==> src/rtl/lcd_mux_pkg.sv <==
package lcd_mux_pkg;

  localparam int NUM_COM = 6;
  localparam int PH_W    = 3;

  typedef enum logic [1:0] {
    BIAS_STATIC = 2'd0,
    BIAS_HALF   = 2'd1,
    BIAS_THIRD  = 2'd2
  } bias_e;

  typedef enum logic [1:0] {
    DRV_SEL_COM   = 2'd0,
    DRV_UNSEL_COM = 2'd1,
    DRV_SEG_ON    = 2'd2,
    DRV_SEG_OFF   = 2'd3
  } drive_e;

  typedef struct packed {
    logic [PH_W-1:0] numPhases;
    bias_e           bias;
  } modeCfg_t;

  // Strobes and state handed from control to datapath.
  typedef struct packed {
    logic            active;
    logic [PH_W-1:0] phase;
    logic            polNeg;
    bias_e           bias;
    logic [PH_W-1:0] numPhases;
    logic            blinkOff;
  } seq_t;

  function automatic modeCfg_t decodeMode(logic [2:0] code);
    modeCfg_t c;
    unique case (code)
      3'b001:  begin c.numPhases = 3'd3; c.bias = BIAS_THIRD;  end
      3'b010:  begin c.numPhases = 3'd2; c.bias = BIAS_HALF;   end
      3'b011:  begin c.numPhases = 3'd3; c.bias = BIAS_HALF;   end
      3'b100:  begin c.numPhases = 3'd1; c.bias = BIAS_STATIC; end
      3'b101:  begin c.numPhases = 3'd5; c.bias = BIAS_THIRD;  end
      3'b110:  begin c.numPhases = 3'd6; c.bias = BIAS_THIRD;  end
      default: begin c.numPhases = 3'd4; c.bias = BIAS_THIRD;  end
    endcase
    return c;
  endfunction

  // Level index for a line, given bias, polarity and role.
  function automatic logic [1:0] driveLvl(bias_e b, logic neg, drive_e k);
    logic [1:0] p;
    unique case (b)
      BIAS_THIRD: begin
        unique case (k)
          DRV_SEL_COM:   p = 2'd3;
          DRV_UNSEL_COM: p = 2'd1;
          DRV_SEG_ON:    p = 2'd0;
          default:       p = 2'd2;
        endcase
      end
      BIAS_HALF: begin
        unique case (k)
          DRV_SEL_COM:   p = 2'd3;
          DRV_UNSEL_COM: p = 2'd1;
          DRV_SEG_ON:    p = 2'd0;
          default:       p = 2'd3;
        endcase
      end
      default: begin
        p = (k == DRV_SEG_ON) ? 2'd0 : 2'd3;
      end
    endcase
    if (!neg) return p;
    if (b == BIAS_HALF && k == DRV_UNSEL_COM) return 2'd1;
    return 2'd3 - p;
  endfunction

endpackage

==> src/rtl/lcd_mux_ctrl.sv <==
module lcd_mux_ctrl
  import lcd_mux_pkg::*;
#(
  parameter int DIV_EXP    = 9,
  parameter int BLINK_BITS = 16
) (
  input  logic       clk,
  input  logic       rstN,
  input  logic       tick32k,
  input  logic       lcdEnable,
  input  logic [1:0] clkSel,
  input  logic [2:0] modeSel,
  input  logic       blinkFast,
  output seq_t       seq
);

  logic [DIV_EXP-1:0]    divCnt;
  logic [DIV_EXP-1:0]    divLimit;
  logic [PH_W-1:0]       phase;
  logic                  polNeg;
  logic [2:0]            actMode;
  logic [1:0]            actClk;
  logic [BLINK_BITS-1:0] blinkCnt;
  modeCfg_t              cfg;
  logic                  stepNow;
  logic                  frameEnd;

  assign cfg      = decodeMode(actMode);
  assign divLimit = DIV_EXP'((33'd1 << (DIV_EXP - int'(actClk))) - 33'd1);
  assign stepNow  = lcdEnable && tick32k && (divCnt == divLimit);
  assign frameEnd = stepNow && polNeg && (phase == cfg.numPhases - 3'd1);

  always_ff @(posedge clk or negedge rstN) begin
    if (!rstN) begin
      blinkCnt <= '0;
    end else if (tick32k) begin
      blinkCnt <= blinkCnt + 1'b1;
    end
  end

  always_ff @(posedge clk or negedge rstN) begin
    if (!rstN) begin
      divCnt  <= '0;
      phase   <= '0;
      polNeg  <= 1'b0;
      actMode <= '0;
      actClk  <= '0;
    end else if (!lcdEnable) begin
      divCnt  <= '0;
      phase   <= '0;
      polNeg  <= 1'b0;
      actMode <= modeSel;
      actClk  <= clkSel;
    end else if (tick32k) begin
      if (divCnt == divLimit) begin
        divCnt <= '0;
        if (!polNeg) begin
          polNeg <= 1'b1;
        end else begin
          polNeg <= 1'b0;
          if (frameEnd) begin
            phase   <= '0;
            actMode <= modeSel;
            actClk  <= clkSel;
          end else begin
            phase <= phase + 1'b1;
          end
        end
      end else begin
        divCnt <= divCnt + 1'b1;
      end
    end
  end

  always_comb begin
    seq.active    = lcdEnable;
    seq.phase     = phase;
    seq.polNeg    = polNeg;
    seq.bias      = cfg.bias;
    seq.numPhases = cfg.numPhases;
    seq.blinkOff  = blinkFast ? blinkCnt[BLINK_BITS-2] : blinkCnt[BLINK_BITS-1];
  end

  // the phase index never reaches the active phase count
  a_r3_phase_range: assert property (@(posedge clk) disable iff (!rstN)
    phase < cfg.numPhases);

  // a positive step turns into the negative step of the same phase
  a_r3_pol_flip: assert property (@(posedge clk) disable iff (!rstN)
    (stepNow && !polNeg) |=> (polNeg && $stable(phase)));

  // a disabled display restarts at phase 0, positive polarity
  a_r7_restart: assert property (@(posedge clk) disable iff (!rstN)
    !lcdEnable |=> (phase == '0 && !polNeg));

  // the latched configuration holds between frame boundaries
  a_r11_cfg_hold: assert property (@(posedge clk) disable iff (!rstN)
    (lcdEnable && !frameEnd) |=> ($stable(actMode) && $stable(actClk)));

endmodule

==> src/rtl/lcd_mux_datapath.sv <==
module lcd_mux_datapath
  import lcd_mux_pkg::*;
#(
  parameter int NUM_SEG     = 24,
  parameter int BLINK_SEG_A = 22,
  parameter int BLINK_SEG_B = 23,
  parameter int SEG_AW      = $clog2(NUM_SEG)
) (
  input  logic                   clk,
  input  logic                   rstN,
  input  seq_t                   seq,
  input  logic                   allOn,
  input  logic                   blankAll,
  input  logic                   segClr,
  input  logic                   allCom,
  input  logic [NUM_SEG-1:0]     pinMap,
  input  logic [NUM_COM-1:0]     blinkMaskA,
  input  logic [NUM_COM-1:0]     blinkMaskB,
  input  logic                   segWrEn,
  input  logic [SEG_AW-1:0]      segWrAddr,
  input  logic [NUM_COM-1:0]     segWrData,
  output logic [2*NUM_COM-1:0]   comLvl,
  output logic [2*NUM_SEG-1:0]   segLvl
);

  logic [NUM_COM-1:0] memQ [NUM_SEG];
  logic [1:0]         comDrv [NUM_COM];
  logic [1:0]         pinDrv [NUM_SEG];
  logic [NUM_SEG-1:0] rowAny;
  logic [NUM_SEG-1:0] segOffOk;
  logic [NUM_COM-1:0] comFull;

  always_ff @(posedge clk or negedge rstN) begin
    if (!rstN) begin
      for (int s = 0; s < NUM_SEG; s++) memQ[s] <= '0;
    end else if (segClr) begin
      for (int s = 0; s < NUM_SEG; s++) memQ[s] <= '0;
    end else if (segWrEn && (int'(segWrAddr) < NUM_SEG)) begin
      memQ[segWrAddr] <= segWrData;
    end
  end

  for (genvar i = 0; i < NUM_COM; i++) begin : g_com
    drive_e kind;
    always_comb begin
      kind = ((i < int'(seq.numPhases)) && (i == int'(seq.phase)))
             ? DRV_SEL_COM : DRV_UNSEL_COM;
      comDrv[i] = seq.active ? driveLvl(seq.bias, seq.polNeg, kind) : 2'd0;
    end
    assign comLvl[2*i +: 2] = comDrv[i];
    assign comFull[i]       = (comDrv[i] == 2'd3);
  end

  for (genvar j = 0; j < NUM_SEG; j++) begin : g_pin
    logic [NUM_COM-1:0] pinBlink;
    logic               pixShown;
    logic [1:0]         segDrv;

    if (j == BLINK_SEG_A) begin : g_blink_a
      assign pinBlink = blinkMaskA;
    end else if (j == BLINK_SEG_B) begin : g_blink_b
      assign pinBlink = blinkMaskB;
    end else begin : g_no_blink
      assign pinBlink = '0;
    end

    always_comb begin
      if (allOn)         pixShown = 1'b1;
      else if (blankAll) pixShown = 1'b0;
      else               pixShown = memQ[j][seq.phase] &&
                                    !(pinBlink[seq.phase] && seq.blinkOff);
      segDrv = driveLvl(seq.bias, seq.polNeg, pixShown ? DRV_SEG_ON : DRV_SEG_OFF);
    end

    if (j < NUM_COM) begin : g_shared
      assign pinDrv[j] = (!seq.active || !pinMap[j]) ? 2'd0 :
                         allCom ? comDrv[j] : segDrv;
    end else begin : g_plain
      assign pinDrv[j] = (!seq.active || !pinMap[j]) ? 2'd0 : segDrv;
    end

    assign segLvl[2*j +: 2] = pinDrv[j];
    assign rowAny[j]        = |memQ[j];
    assign segOffOk[j]      = !pinMap[j] || (pinDrv[j] == 2'd2);
  end

  // a clear pulse leaves the whole store empty
  a_r9_clear_empty: assert property (@(posedge clk) disable iff (!rstN)
    segClr |=> (rowAny == '0));

  // exactly one common line at full level in a positive third-bias step
  a_r4_one_selected: assert property (@(posedge clk) disable iff (!rstN)
    (seq.active && seq.bias == BIAS_THIRD && !seq.polNeg) |-> $countones(comFull) == 1);

  // blank alone darkens every mapped segment pin
  a_r8_blank_dark: assert property (@(posedge clk) disable iff (!rstN)
    (seq.active && blankAll && !allOn && !allCom && seq.bias == BIAS_THIRD && !seq.polNeg)
      |-> (&segOffOk));

  // a disabled display drives ground everywhere
  a_r7_ground: assert property (@(posedge clk) disable iff (!rstN)
    !seq.active |-> (comLvl == '0 && segLvl == '0));

endmodule

==> src/rtl/lcd_mux_drive.sv <==
module lcd_mux_drive
  import lcd_mux_pkg::*;
#(
  parameter int NUM_SEG     = 24,
  parameter int DIV_EXP     = 9,
  parameter int BLINK_BITS  = 16,
  parameter int BLINK_SEG_A = 22,
  parameter int BLINK_SEG_B = 23,
  localparam int SEG_AW     = $clog2(NUM_SEG)
) (
  input  logic                 clk,
  input  logic                 rstN,
  input  logic                 tick32k,
  input  logic                 lcdEnable,
  input  logic [1:0]           clkSel,
  input  logic [2:0]           modeSel,
  input  logic                 allOn,
  input  logic                 blankAll,
  input  logic                 segClr,
  input  logic                 allCom,
  input  logic [NUM_SEG-1:0]   pinMap,
  input  logic                 blinkFast,
  input  logic [5:0]           blinkMaskA,
  input  logic [5:0]           blinkMaskB,
  input  logic                 segWrEn,
  input  logic [SEG_AW-1:0]    segWrAddr,
  input  logic [5:0]           segWrData,
  output logic [11:0]          comLvl,
  output logic [2*NUM_SEG-1:0] segLvl
);

  seq_t seq;

  lcd_mux_ctrl #(
    .DIV_EXP   (DIV_EXP),
    .BLINK_BITS(BLINK_BITS)
  ) ctrl_i (
    .clk      (clk),
    .rstN     (rstN),
    .tick32k  (tick32k),
    .lcdEnable(lcdEnable),
    .clkSel   (clkSel),
    .modeSel  (modeSel),
    .blinkFast(blinkFast),
    .seq      (seq)
  );

  lcd_mux_datapath #(
    .NUM_SEG    (NUM_SEG),
    .BLINK_SEG_A(BLINK_SEG_A),
    .BLINK_SEG_B(BLINK_SEG_B),
    .SEG_AW     (SEG_AW)
  ) dp_i (
    .clk       (clk),
    .rstN      (rstN),
    .seq       (seq),
    .allOn     (allOn),
    .blankAll  (blankAll),
    .segClr    (segClr),
    .allCom    (allCom),
    .pinMap    (pinMap),
    .blinkMaskA(blinkMaskA),
    .blinkMaskB(blinkMaskB),
    .segWrEn   (segWrEn),
    .segWrAddr (segWrAddr),
    .segWrData (segWrData),
    .comLvl    (comLvl),
    .segLvl    (segLvl)
  );

endmodule

==> config.mk <==
export PLATFORM = sky130hd
export DESIGN_NAME = lcd_mux_drive
export DESIGN_NICKNAME = d
export VERILOG_FILES = /design/src/rtl/lcd_mux_pkg.sv /design/src/rtl/lcd_mux_ctrl.sv /design/src/rtl/lcd_mux_datapath.sv /design/src/rtl/lcd_mux_drive.sv
export SDC_FILE = /design/constraint.sdc
export NUM_CORES = 1
export LEC_CHECK = 0
export BUFFER_PORTS_ARGS = -buffer_cell sky130_fd_sc_hd__buf_2
export CORE_MARGIN = 4
export CORE_UTILIZATION = 60
export DETAILED_ROUTE_END_ITERATION = 10
export PLACE_DENSITY = 0.79
export SLEW_MARGIN = 20
export SYNTH_ARGS = -nofsm -noshare
export SYNTH_HDL_FRONTEND = slang
export SYNTH_SLANG_ARGS = --single-unit
==> constraint.sdc <==
create_clock -name clk -period 2.2 [get_ports clk]
set_input_delay 0.11 -clock clk [delete_from_list [all_inputs] [get_ports clk]]
set_output_delay 0.11 -clock clk [all_outputs]
set_load 0.02 [all_outputs]
==> results of run 1 <==
-- power by group through the flow --
stage          registers [mW]  logic (mW)  clock network [mW]
6_report                 3.47        1.21                3.10
5_1_grt                  3.48        1.29                3.25
2_1_floorplan            3.49       0.619                   0
3_3_place_gp             3.51       0.990                   0
4_1_cts                  3.46        1.10                3.09
3_5_place_dp             3.52        1.01                   0
-- flip-flops by register name, indices dropped and copies added (netlist names) --
signal           flops
ctrl_i.polNeg        1
ctrl_i.phase         3
dp_i.memQ          144
ctrl_i.actMode       3
ctrl_i.divCnt        9
ctrl_i.actClk        2
ctrl_i.blinkCnt     16
-- stage by stage --
step                hold slack (ns)  setup TNS, ns  util [%]  std cells  instance area, µm²
floorplan                    -0.186              0         -       1236               10800
global placement             0.0692         -0.111      68.6       1560               12000
detailed placement           0.0709         -0.239      68.6       1560               12000
CTS                          0.0637         -14.52      77.6       1614               13500
global route                 0.0953         -23.05      83.1       1644               14500
finish                       0.0838         -18.13      83.1       1644               14500
-- logic make-up after synthesis --
group / after synthesis
compound gates: 228
xor+xnor: 57
buf+inv: 121
simple gates: 522
fa+ha+maj: 8
mux: 122
flops: 178
-- metal layers --
metal	GRT usage [%]	routed length, µm	up-vias
met5	0	0	-
met4	16.7	2380	0
met3	6.10	3630	201
met2	57.0	18100	783
met1	42.7	13400	5253
li1	-	-	4687
-- how the worst min path moves through the flow --
stage,to,slack (ns),cells past startpoint
2_1_floorplan,ctrl_i.actClk[0]$_DFFE_PN0P_,-0.19,0
3_3_place_gp,ctrl_i.divCnt[5]$_DFFE_PN0P_,0.07,1
3_5_place_dp,ctrl_i.divCnt[5]$_DFFE_PN0P_,0.07,1
4_1_cts,ctrl_i.blinkCnt[0]$_DFFE_PN0P_,0.06,2
5_1_grt,ctrl_i.blinkCnt[0]$_DFFE_PN0P_,0.1,2
6_report,ctrl_i.blinkCnt[0]$_DFFE_PN0P_,0.08,2
-- layout make-up --
| type | count | area (µm²) | share of cell area, % |
|---|---|---|---|
| Timing Repair Buffer | 257 | 2180 | 15.0 |
| Inverter | 15 | 58.8 | 0.406 |
| Clock buffer | 17 | 425 | 2.94 |
| Sequential cell | 178 | 4460 | 30.8 |
| Multi-Input combinational cell | 937 | 6910 | 47.7 |
| Tap cell | 225 | 282 | 1.94 |
| Clock inverter | 15 | 163 | 1.12 |
-- layout by cell type, fill, tap and decap left out, types with 7 or more instances in the layout --
cell type  Yosys  final
nor3_1        43     12
o22ai_4        0      9
mux2i_4        0     19
nor2_2         1      7
mux2i_2        0      9
nor2b_1       16     11
mux2i_1       94     66
nand3_1      123    123
a21oi_2        0      7
a221oi_2       1     13
buf_6          5     31
dfrtp_1      178    173
a21oi_1      131    123
mux2_4         0      8
buf_4          4    133
nor3_2         0     27
mux4_2         7      7
nand2b_1       7      7
clkbuf_16      0     19
o22ai_2        0      7
nor2_1       107    100
mux2_2        21     13
buf_2         19     66
buf_12         0     16
o21ai_0       11      7
inv_1         13     12
nand2_1      178    176
xnor2_1       51     50
-- timing repair --
action,in CTS,in global routing
cloned,1,2
hold endpoints to repair,47,0
hold buffers,6,0
resized for setup,188,134
setup endpoints to repair,59,65
pin swaps,51,47
buffers inserted,15,29
==> results.yml, run 1 <==
clock_tree:
  clk_path_buf_depth: 2
  clock_sinks: 178
  clkTransAtPathRegs_ns: 0.07
  clock_latency_ns: 0.44
  numCtsBuffers: 17
  htree_levels: 4
  cts_tree: "built"
  cts-root-buf: "clkbuf_16"
logic_synthesis:
  seq_area_frac_synth_pct: 41.5
  synth_fa_ha_area_share_pct: 0.909
  netlist-cell-type-count: 60
  syn_inst: 1236
  synth_common_cells: "dfrtp_1 (178), nand2_1 (178), a21oi_1 (131)"
  synth_edf_count: 0
  yosysTopAreaCellShare_pct: 41.5
  syn-cell-area_um2: 10700
  post-synth-top-area-cell: "dfrtp_1"
  yosysWarnings: 0
  yosys-top-cells-area: "dfrtp_1 (41%), mux2i_1 (8.8%), nand2_1 (6.2%)"
  synth_top_family_by_area: "simple AND/OR/NAND/NOR gates"
  yosys.area_share.simple_pct: 22.4
  synth_xor_area_share_pct: 4.65
  synth_nets: 1305
  synth_compound_area_share_pct: 13.2
  synthArstFlopShare_pct: 100
  synth_ff_type: "dfrtp_1"
  syn_area_per_cell_um2: 8.69
  yosys-mux-area-fraction_pct: 12.4
  synth-seq-cells: 178
sta:
  fin_crit_ns: 2.70
  layout_setup_ws_ns: -0.496
  slew_headroom_pct: 51.7
  drv_slew: 0
  rsz0062_at_grt: "true"
  worst_pin_slew_ns: 0.724
  fmax_mhz: 371
  setup_viol: 58
  fin_skew_ns: 0.0105
  finalCritPeriodShare_pct: 123
  hold_viol_final: 0
route:
  drt_iter0_markers: 1189
  drc: 0
  wire_per_inst_um: 22.8
  vias: 10900
  vias_per_cell: 6.64
  finalWirelength_um: 37500
  drtPass1Iterations: 7
  drtAntennaViolNets: 0
critical_path:
  start_kind: "flip-flop"
  r2r_slack_ns: -0.09
  cp.depth: 8
  worstSetupPathType: "reg -> out"
  arrival_ns: 2.59
  required_ns: 2.09
  cp-startpoint: "ctrl_i.phase[0]$_DFFE_PN0P_"
  regToRegEndpoint: "ctrl_i.actMode[1]$_DFFE_PN0P_"
  crit_path_end: "segLvl[9]"
  crit_buf_inv: 3
  r2r-start: "ctrl_i.actMode[2]$_DFFE_PN0P_"
  cpMaxStageDelayCell: "dfrtp_4"
  crit_fanout: 6
  cp_slowest_stage_delay_ns: 0.53
  crit_family: "multiplexers"
  path_cells: "buf_12 > buf_6 > mux2i_4 > nor3_4 > nor3_2 > mux2_4 > a2111oi_4 > buf_4"
  cp-end-kind: "output port"
  r2r_cells: 7
flow_run:
  max_cap_violations: 0
power_and_ir_drop:
  power_mw: 7.78
  combPwrFrac_pct: 15.5
  p_switching_mw: 2.33
  power_density_nw_per_um2: 537
  intPower_mw: 5.45
  pwr-share-clk_pct: 39.9
  max-vdd-ir-drop_mv: 0.520
  p_leak_nw: 5.70
  seq_power_share_pct: 44.6
  swShare_pct: 29.9
outcome:
  violations: "setup timing"
  outcome: "finished with violations"
global_route:
  grt_pass1_wl_um: 54500
  track_usage_pct: 34.1
  overflow: 0
  grt_max_degree: 145
  grt_pass1_vias: 10400
  antenna_found_initial: 0
floorplan:
  rows: 48
  pin_count: 122
  die_x_um: 142
  fp.dieH_um: 142
  start_util_pct: 61.7
  coreArea_um2: 17400
  dieArea_um2: 20100
hold_path:
  holdCritStartpoint: "tick32k"
  holdCritPathClass: "in -> reg"
finish:
  antenna_cells: 0
  area_growth_pct: 34.8
  drive_above_1_share_pct: 34.0
  fillers: 876
  finalNetCount: 1475
placement:
  gp_routability_congestion: 0.955
  dp_slack_ns: -0.0744
  dp_hpwl_um: 20000
  io_buffers: 121
No activity file was read; power rests on OpenSTA's default activity.
==> inputs of run 2 (changes only) <==
ABC_AREA = 1   (was default)
CORE_UTILIZATION = 59   (was 60)
PLACE_DENSITY = 0.78   (was 0.79)
==> run 2 against run 1 <==
  * The run still ends with setup timing left
  * Area after synthesis fell by 6.9%
  * Core utilization shrank 7.3 points
  * Synthesized cell count up 5.6%
  * Cell area is 13% lower
  * First-iteration DRC count shrank 10%
  * Global-route usage decreased by 3.4 points
  * Final cell count increased by 2.3%
  * Register-to-register slack improved by 0.38 ns
  * Worst hold slack worse by 0.010 ns
  * Clock power fell by 2%
  * Setup slack better by 0.094 ns
==> results.yml, run 2 <==
outcome:
  outcome: "finished with violations"
  violations: "setup timing"
global_route:
  met1_usage_pct: 40.4
  overflow: 0
  grt_busiest_layer: "met2"
  track_usage_pct: 30.7
  grt_max_degree: 50
  antenna_found_initial: 0
  grt_use_met3_pct: 5.35
  grt_pass1_wl_um: 48100
  grt_pass1_vias: 9360
  gr-usage-met2_pct: 50.5
route:
  drtPass1Iterations: 6
  drc: 0
  vias: 10300
  wire_per_inst_um: 18.9
  drt_iter0_markers: 1068
  finalWirelength_um: 31900
  vias_per_cell: 6.10
  drtAntennaViolNets: 0
sta:
  drv_slew: 0
  slew_headroom_pct: 41.4
  worst_pin_slew_ns: 0.877
  rsz0062_at_grt: "true"
  fin_crit_ns: 2.60
  finalCritPeriodShare_pct: 118
  fmax_mhz: 384
  setup_viol: 50
  fin_skew_ns: 0.00549
  hold_viol_final: 0
  layout_setup_ws_ns: -0.403
  tns_ns: -12.80
logic_synthesis:
  synth_fa_ha_area_share_pct: 0.876
  yosysWarnings: 0
  syn_inst: 1305
  post-synth-top-area-cell: "dfrtp_1"
  synth_common_cells: "nand2_1 (322), dfrtp_1 (178), nand3_1 (124)"
  synthArstFlopShare_pct: 100
  yosys-top-cells-area: "dfrtp_1 (45%), nand2_1 (12%), nand3_1 (6.2%)"
  syn-cell-area_um2: 9990
  synth-seq-cells: 178
  synth_xor_area_share_pct: 4.64
  synth_edf_count: 0
  synth_ff_type: "dfrtp_1"
  synth_nets: 1374
  yosysMostFrequentCell: "nand2_1"
  netlist-cell-type-count: 39
  yosys.area_share.simple_pct: 24.3
  seq_area_frac_synth_pct: 44.6
  yosys-mux-area-fraction_pct: 0.213
  synth_compound_area_share_pct: 16.7
  yosysTopAreaCellShare_pct: 44.6
  syn_area_per_cell_um2: 7.66
  synth_top_family_by_area: "simple AND/OR/NAND/NOR gates"
finish:
  area_growth_pct: 25.9
  largest_reg_flops: 144
  final_cell_mix: "nand2_1 (290), dfrtp_1 (174), inv_1 (116)"
  finalNetCount: 1517
  antenna_cells: 0
  final_common_cell: "nand2_1"
  largest-register: "dp_i.memQ"
  fin_area_um2: 12600
  top_regs: "dp_i.memQ (144), ctrl_i.blinkCnt (16), ctrl_i.divCnt (9)"
  drive_above_1_share_pct: 21.8
  utilization_pct: 75.9
critical_path:
  cpMostUsedCell: "nand2_1"
  cp_slowest_stage_delay_ns: 0.50
  crit_fanout: 7
  required_ns: 2.09
  cp-end-kind: "output port"
  start_kind: "flip-flop"
  cpMaxStageDelayCell: "dfrtp_4"
  worstSetupPathType: "reg -> out"
  arrival_ns: 2.49
  path_cells: "buf_8 > buf_16 > or2_4 > o211ai_1 > nand3_1 > nand2_1 > nand2_1 > nand2_2 > nand3_2 > o21ai_2 > inv_1 > buf_6"
placement:
  gp_routability_congestion: 0.904
  dp_hpwl_um: 18200
  postPlaceCellArea_um2: 10900
  io_buffers: 121
floorplan:
  coreArea_um2: 16600
  rows: 47
  start_util_pct: 60.3
  fp.dieH_um: 138
  die_x_um: 138
  dieArea_um2: 19100
  pin_count: 122
power_and_ir_drop:
  max-vdd-ir-drop_mv: 0.826
  p_leak_nw: 5.90
  power_density_nw_per_um2: 592
clock_tree:
  htree_levels: 4
  numCtsBuffers: 17
  clkTransAtPathRegs_ns: 0.07
  clock_latency_ns: 0.43
  cts_tree: "built"
  clk_path_buf_depth: 2
  clock_sinks: 178
  cts-root-buf: "clkbuf_16"
hold_path:
  holdCritPathClass: "in -> reg"
flow_run:
  max_cap_violations: 0
==> run 2: path summary, 6_finish.rpt <==
path	from	endpoint	slack [ns]	depth (start not counted)
min in group asynchronous	rstN	ctrl_i.blinkCnt[13]$_DFFE_PN0P_	0.18	2
hold reg to reg	ctrl_i.blinkCnt[13]$_DFFE_PN0P_	ctrl_i.blinkCnt[13]$_DFFE_PN0P_	0.48	1
max in group asynchronous	rstN	ctrl_i.actMode[2]$_DFFE_PN0P_	1.36	3
setup reg to reg	ctrl_i.phase[0]$_DFFE_PN0P_	ctrl_i.actMode[0]$_DFFE_PN0P_	0.29	11
hold / removal	lcdEnable	ctrl_i.phase[2]$_DFFE_PN0P_	0.07	3
setup / recovery	ctrl_i.phase[0]$_DFFE_PN0P_	segLvl[0]	-0.40	12
==> run 2: logic make-up after synthesis <==
| family | Yosys count |
|---|---|
| simple gates | 575 |
| compound gates | 282 |
| buf+inv | 208 |
| flops | 178 |
| xor+xnor | 53 |
| fa+ha+maj | 7 |
| mux | 2 |
==> run 2: final cells by class <==
cell class	instances	area (µm²)
multi-input cells	919	4950
fillers	1182	4000
clock buffers	17	425
inverters	132	500
clock inverters	15	163
well taps	220	275
repair buffers	200	1810
flip-flops and latches	178	4460
==> run 2: timing repair <==
action,4_1_cts,5_1_grt
hold endpoints to repair,49,0
pin swaps,13,44
cloned,7,7
hold buffers,7,0
resized for setup,76,81
buffers inserted,6,18
setup endpoints to repair,50,56
==> run 2: critical path, delay by kind of cell, from the launching register on <==
kind | cells | cell delay, ns
and+or+nand+nor | 6 | 0.80
buffers and inverters | 4 | 0.51
DFF | 1 | 0.50
AOI/OAI and AO/OA | 2 | 0.25
==> run 2: per-layer routing <==
metal	vias up	wire (µm)
met5	-	0
met4	0	1520
met3	134	3000
met2	598	15400
met1	4849	11900
li1	4671	-
==> run 2: report_power, final <==
group          internal [mW]  switching, mW
Clock                   1.62           1.43
Combinational          0.332          0.632
Sequential              3.37         0.0802
==> run 2: per-stage QoR <==
step / total power, mW / setup WS [ns] / cells / hold WS [ns]
final: 7.45 / -0.403 / 1681 / 0.0736
after floorplan: 4.04 / 0.00396 / 1305 / -0.186
after global placement: 4.35 / 0.154 / 1605 / 0.0694
after detailed placement: 4.38 / 0.149 / 1605 / 0.0742
after global routing: 7.74 / -0.458 / 1681 / 0.0752
after CTS: 7.40 / -0.279 / 1657 / 0.0580
==> inputs of run 3 (changes only) <==
HOLD_SLACK_MARGIN = 0.08   (was default)
==> run 3 against run 2 <==
  * The flow still finishes with violations (setup timing)
  * Combinational power increased by 0.5%
  * Sequential power hardly changed
  * Critical path depth stayed put
  * Flip-flop and latch count stayed put
  * Worst hold slack improved by 0.039 ns
  * Largest power group unchanged
==> results.yml, run 3 (same netlist as run 2, synthesis figures left out) <==
outcome:
  outcome: "finished with violations"
  violations: "setup timing"
sta:
  worst_pin_slew_ns: 0.878
  rsz0062_at_grt: "true"
  tns_ns: -12.99
  layout_setup_ws_ns: -0.390
  fmax_mhz: 386
  drv_slew: 0
  finalCritPeriodShare_pct: 118
  slew_headroom_pct: 41.4
  setup_viol: 50
  fin_skew_ns: 0.00479
  fin_crit_ns: 2.59
  hold_viol_final: 0
clock_tree:
  cts-root-buf: "clkbuf_16"
  clock_sinks: 178
  numCtsBuffers: 17
  clk_path_buf_depth: 2
  clkTransAtPathRegs_ns: 0.07
  cts_tree: "built"
  clock_latency_ns: 0.43
  htree_levels: 4
finish:
  finish.cell_count_without_fillers: 1682
  finalNetCount: 1518
  top_regs: "dp_i.memQ (144), ctrl_i.blinkCnt (16), ctrl_i.divCnt (9)"
  final_cell_mix: "nand2_1 (290), dfrtp_1 (174), inv_1 (116)"
  largest_reg_flops: 144
  area_growth_pct: 26.0
  largest-register: "dp_i.memQ"
  drive_above_1_share_pct: 21.8
  antenna_cells: 0
  fillers: 1180
  final_common_cell: "nand2_1"
critical_path:
  crit_family: "simple AND/OR/NAND/NOR gates"
  cp-startpoint: "ctrl_i.phase[0]$_DFFE_PN0P_"
  cp-end-kind: "output port"
  arrival_ns: 2.48
  start_kind: "flip-flop"
  required_ns: 2.09
  path_cells: "buf_8 > buf_16 > or2_4 > o211ai_1 > nand3_1 > nand2_1 > nand2_1 > nand2_2 > nand3_2 > o21ai_2 > inv_1 > buf_6"
  r2r-start: "ctrl_i.phase[0]$_DFFE_PN0P_"
  crit_buf_inv: 4
  cp_slowest_stage_delay_ns: 0.50
  cpMaxStageDelayCell: "dfrtp_4"
  crit_fanout: 7
  worstSetupPathType: "reg -> out"
  cpMostUsedCell: "nand2_1"
floorplan:
  coreArea_um2: 16600
  fp.dieH_um: 138
  start_util_pct: 60.3
  rows: 47
  dieArea_um2: 19100
  pin_count: 122
  die_x_um: 138
power_and_ir_drop:
  intPower_mw: 5.32
  p_leak_nw: 5.90
  power_density_nw_per_um2: 593
  power_mw: 7.47
  p_switching_mw: 2.15
  seq_power_share_pct: 46.1
  pwr-share-clk_pct: 40.9
  swShare_pct: 28.8
  combPwrFrac_pct: 13.0
  max-vdd-ir-drop_mv: 0.827
placement:
  dp_hpwl_um: 18200
  gp_routability_congestion: 0.904
  dp.cells: 1605
  io_buffers: 121
global_route:
  grt_max_degree: 50
  antenna_found_initial: 0
  grt_pass1_wl_um: 48100
  track_usage_pct: 30.7
  grt_pass1_vias: 9363
  overflow: 0
route:
  finalWirelength_um: 32300
  drtAntennaViolNets: 0
  vias: 10300
  drt_iter0_markers: 1205
  vias_per_cell: 6.14
  drtPass1Iterations: 7
  drc: 0
  wire_per_inst_um: 19.2
hold_path:
  holdCritStartpoint: "segClr"
  holdCritPathClass: "in -> reg"
flow_run:
  max_cap_violations: 0
-- run 3: changes by cell type in the layout (fill, tap and decap cells not counted) --
cell,previous run,this run
dlygate4sd3_1,7,8
-- run 3: final timing paths --
| kind | endpoint | cells past startpoint | slack, ns |
|---|---|---|---|
| setup / recovery | segLvl[0] | 12 | -0.39 |
| hold / removal | dp_i.memQ[110]$_DFFE_PN0P_ | 4 | 0.11 |
| setup reg to reg | ctrl_i.actMode[0]$_DFFE_PN0P_ | 11 | 0.28 |
| hold reg to reg | ctrl_i.blinkCnt[13]$_DFFE_PN0P_ | 1 | 0.48 |
| max in group asynchronous | dp_i.memQ[35]$_DFFE_PN0P_ | 3 | 1.35 |
| min in group asynchronous | ctrl_i.blinkCnt[13]$_DFFE_PN0P_ | 2 | 0.18 |
-- run 3: stage by stage --
step                      hold WS (ns)  util (%)  setup slack [ns]  instance area (µm²)
after global routing             0.125      76.0            -0.458                12600
after CTS                       0.0861      72.6            -0.279                12000
after global placement          0.0694      65.5             0.154                10900
after floorplan                 -0.186         -           0.00396                10000
final                            0.113      76.0            -0.390                12600
after detailed placement        0.0742      65.5             0.149                10900
-- run 3: metal layers --
metal	share of wire (%)	vias to the layer above	global-route usage [%]
met5	0	-	0
met4	4.7	0	12.8
met3	9.1	144	5.35
met2	49	622	50.5
met1	37	4892	40.4
li1	-	4674	-
-- run 3: repair_timing --
item / CTS / global route
pin swaps: 13 / 44
setup buffers: 6 / 18
hold buffers: 8 / 0
gates resized for setup: 76 / 81
gates cloned: 7 / 7
endpoints found under the setup margin: 50 / 56
hold endpoints to repair: 187 / 0
-- run 3: cell type report --
| type | count | area, µm² | share of cell area, % |
|---|---|---|---|
| Clock buffer | 17 | 425 | 3.38 |
| Clock inverter | 15 | 163 | 1.29 |
| Inverter | 132 | 500 | 3.97 |
| Multi-Input combinational cell | 919 | 4950 | 39.3 |
| Sequential cell | 178 | 4460 | 35.4 |
| Tap cell | 220 | 275 | 2.19 |
| Timing Repair Buffer | 201 | 1820 | 14.5 |
-- run 3: worst reg2reg max path, delay by kind of cell, from the launching register on --
| kind | cells | cell delay, ns |
|---|---|---|
| buffers and inverters | 5 | 0.59 |
| AND/OR/NAND/NOR | 4 | 0.58 |
| flip-flops | 1 | 0.44 |
| XOR/XNOR | 1 | 0.15 |
| AO/OA/AOI/OAI | 1 | 0.08 |
-- run 3: power by group through the flow --
stage                     clock network [mW]  logic (mW)  registers (mW)
after floorplan                            0       0.560            3.48
after global placement                     0       0.854            3.50
after detailed placement                   0       0.874            3.50
after CTS                               3.05       0.912            3.44
after global routing                    3.21        1.07            3.46
final                                   3.05       0.969            3.44
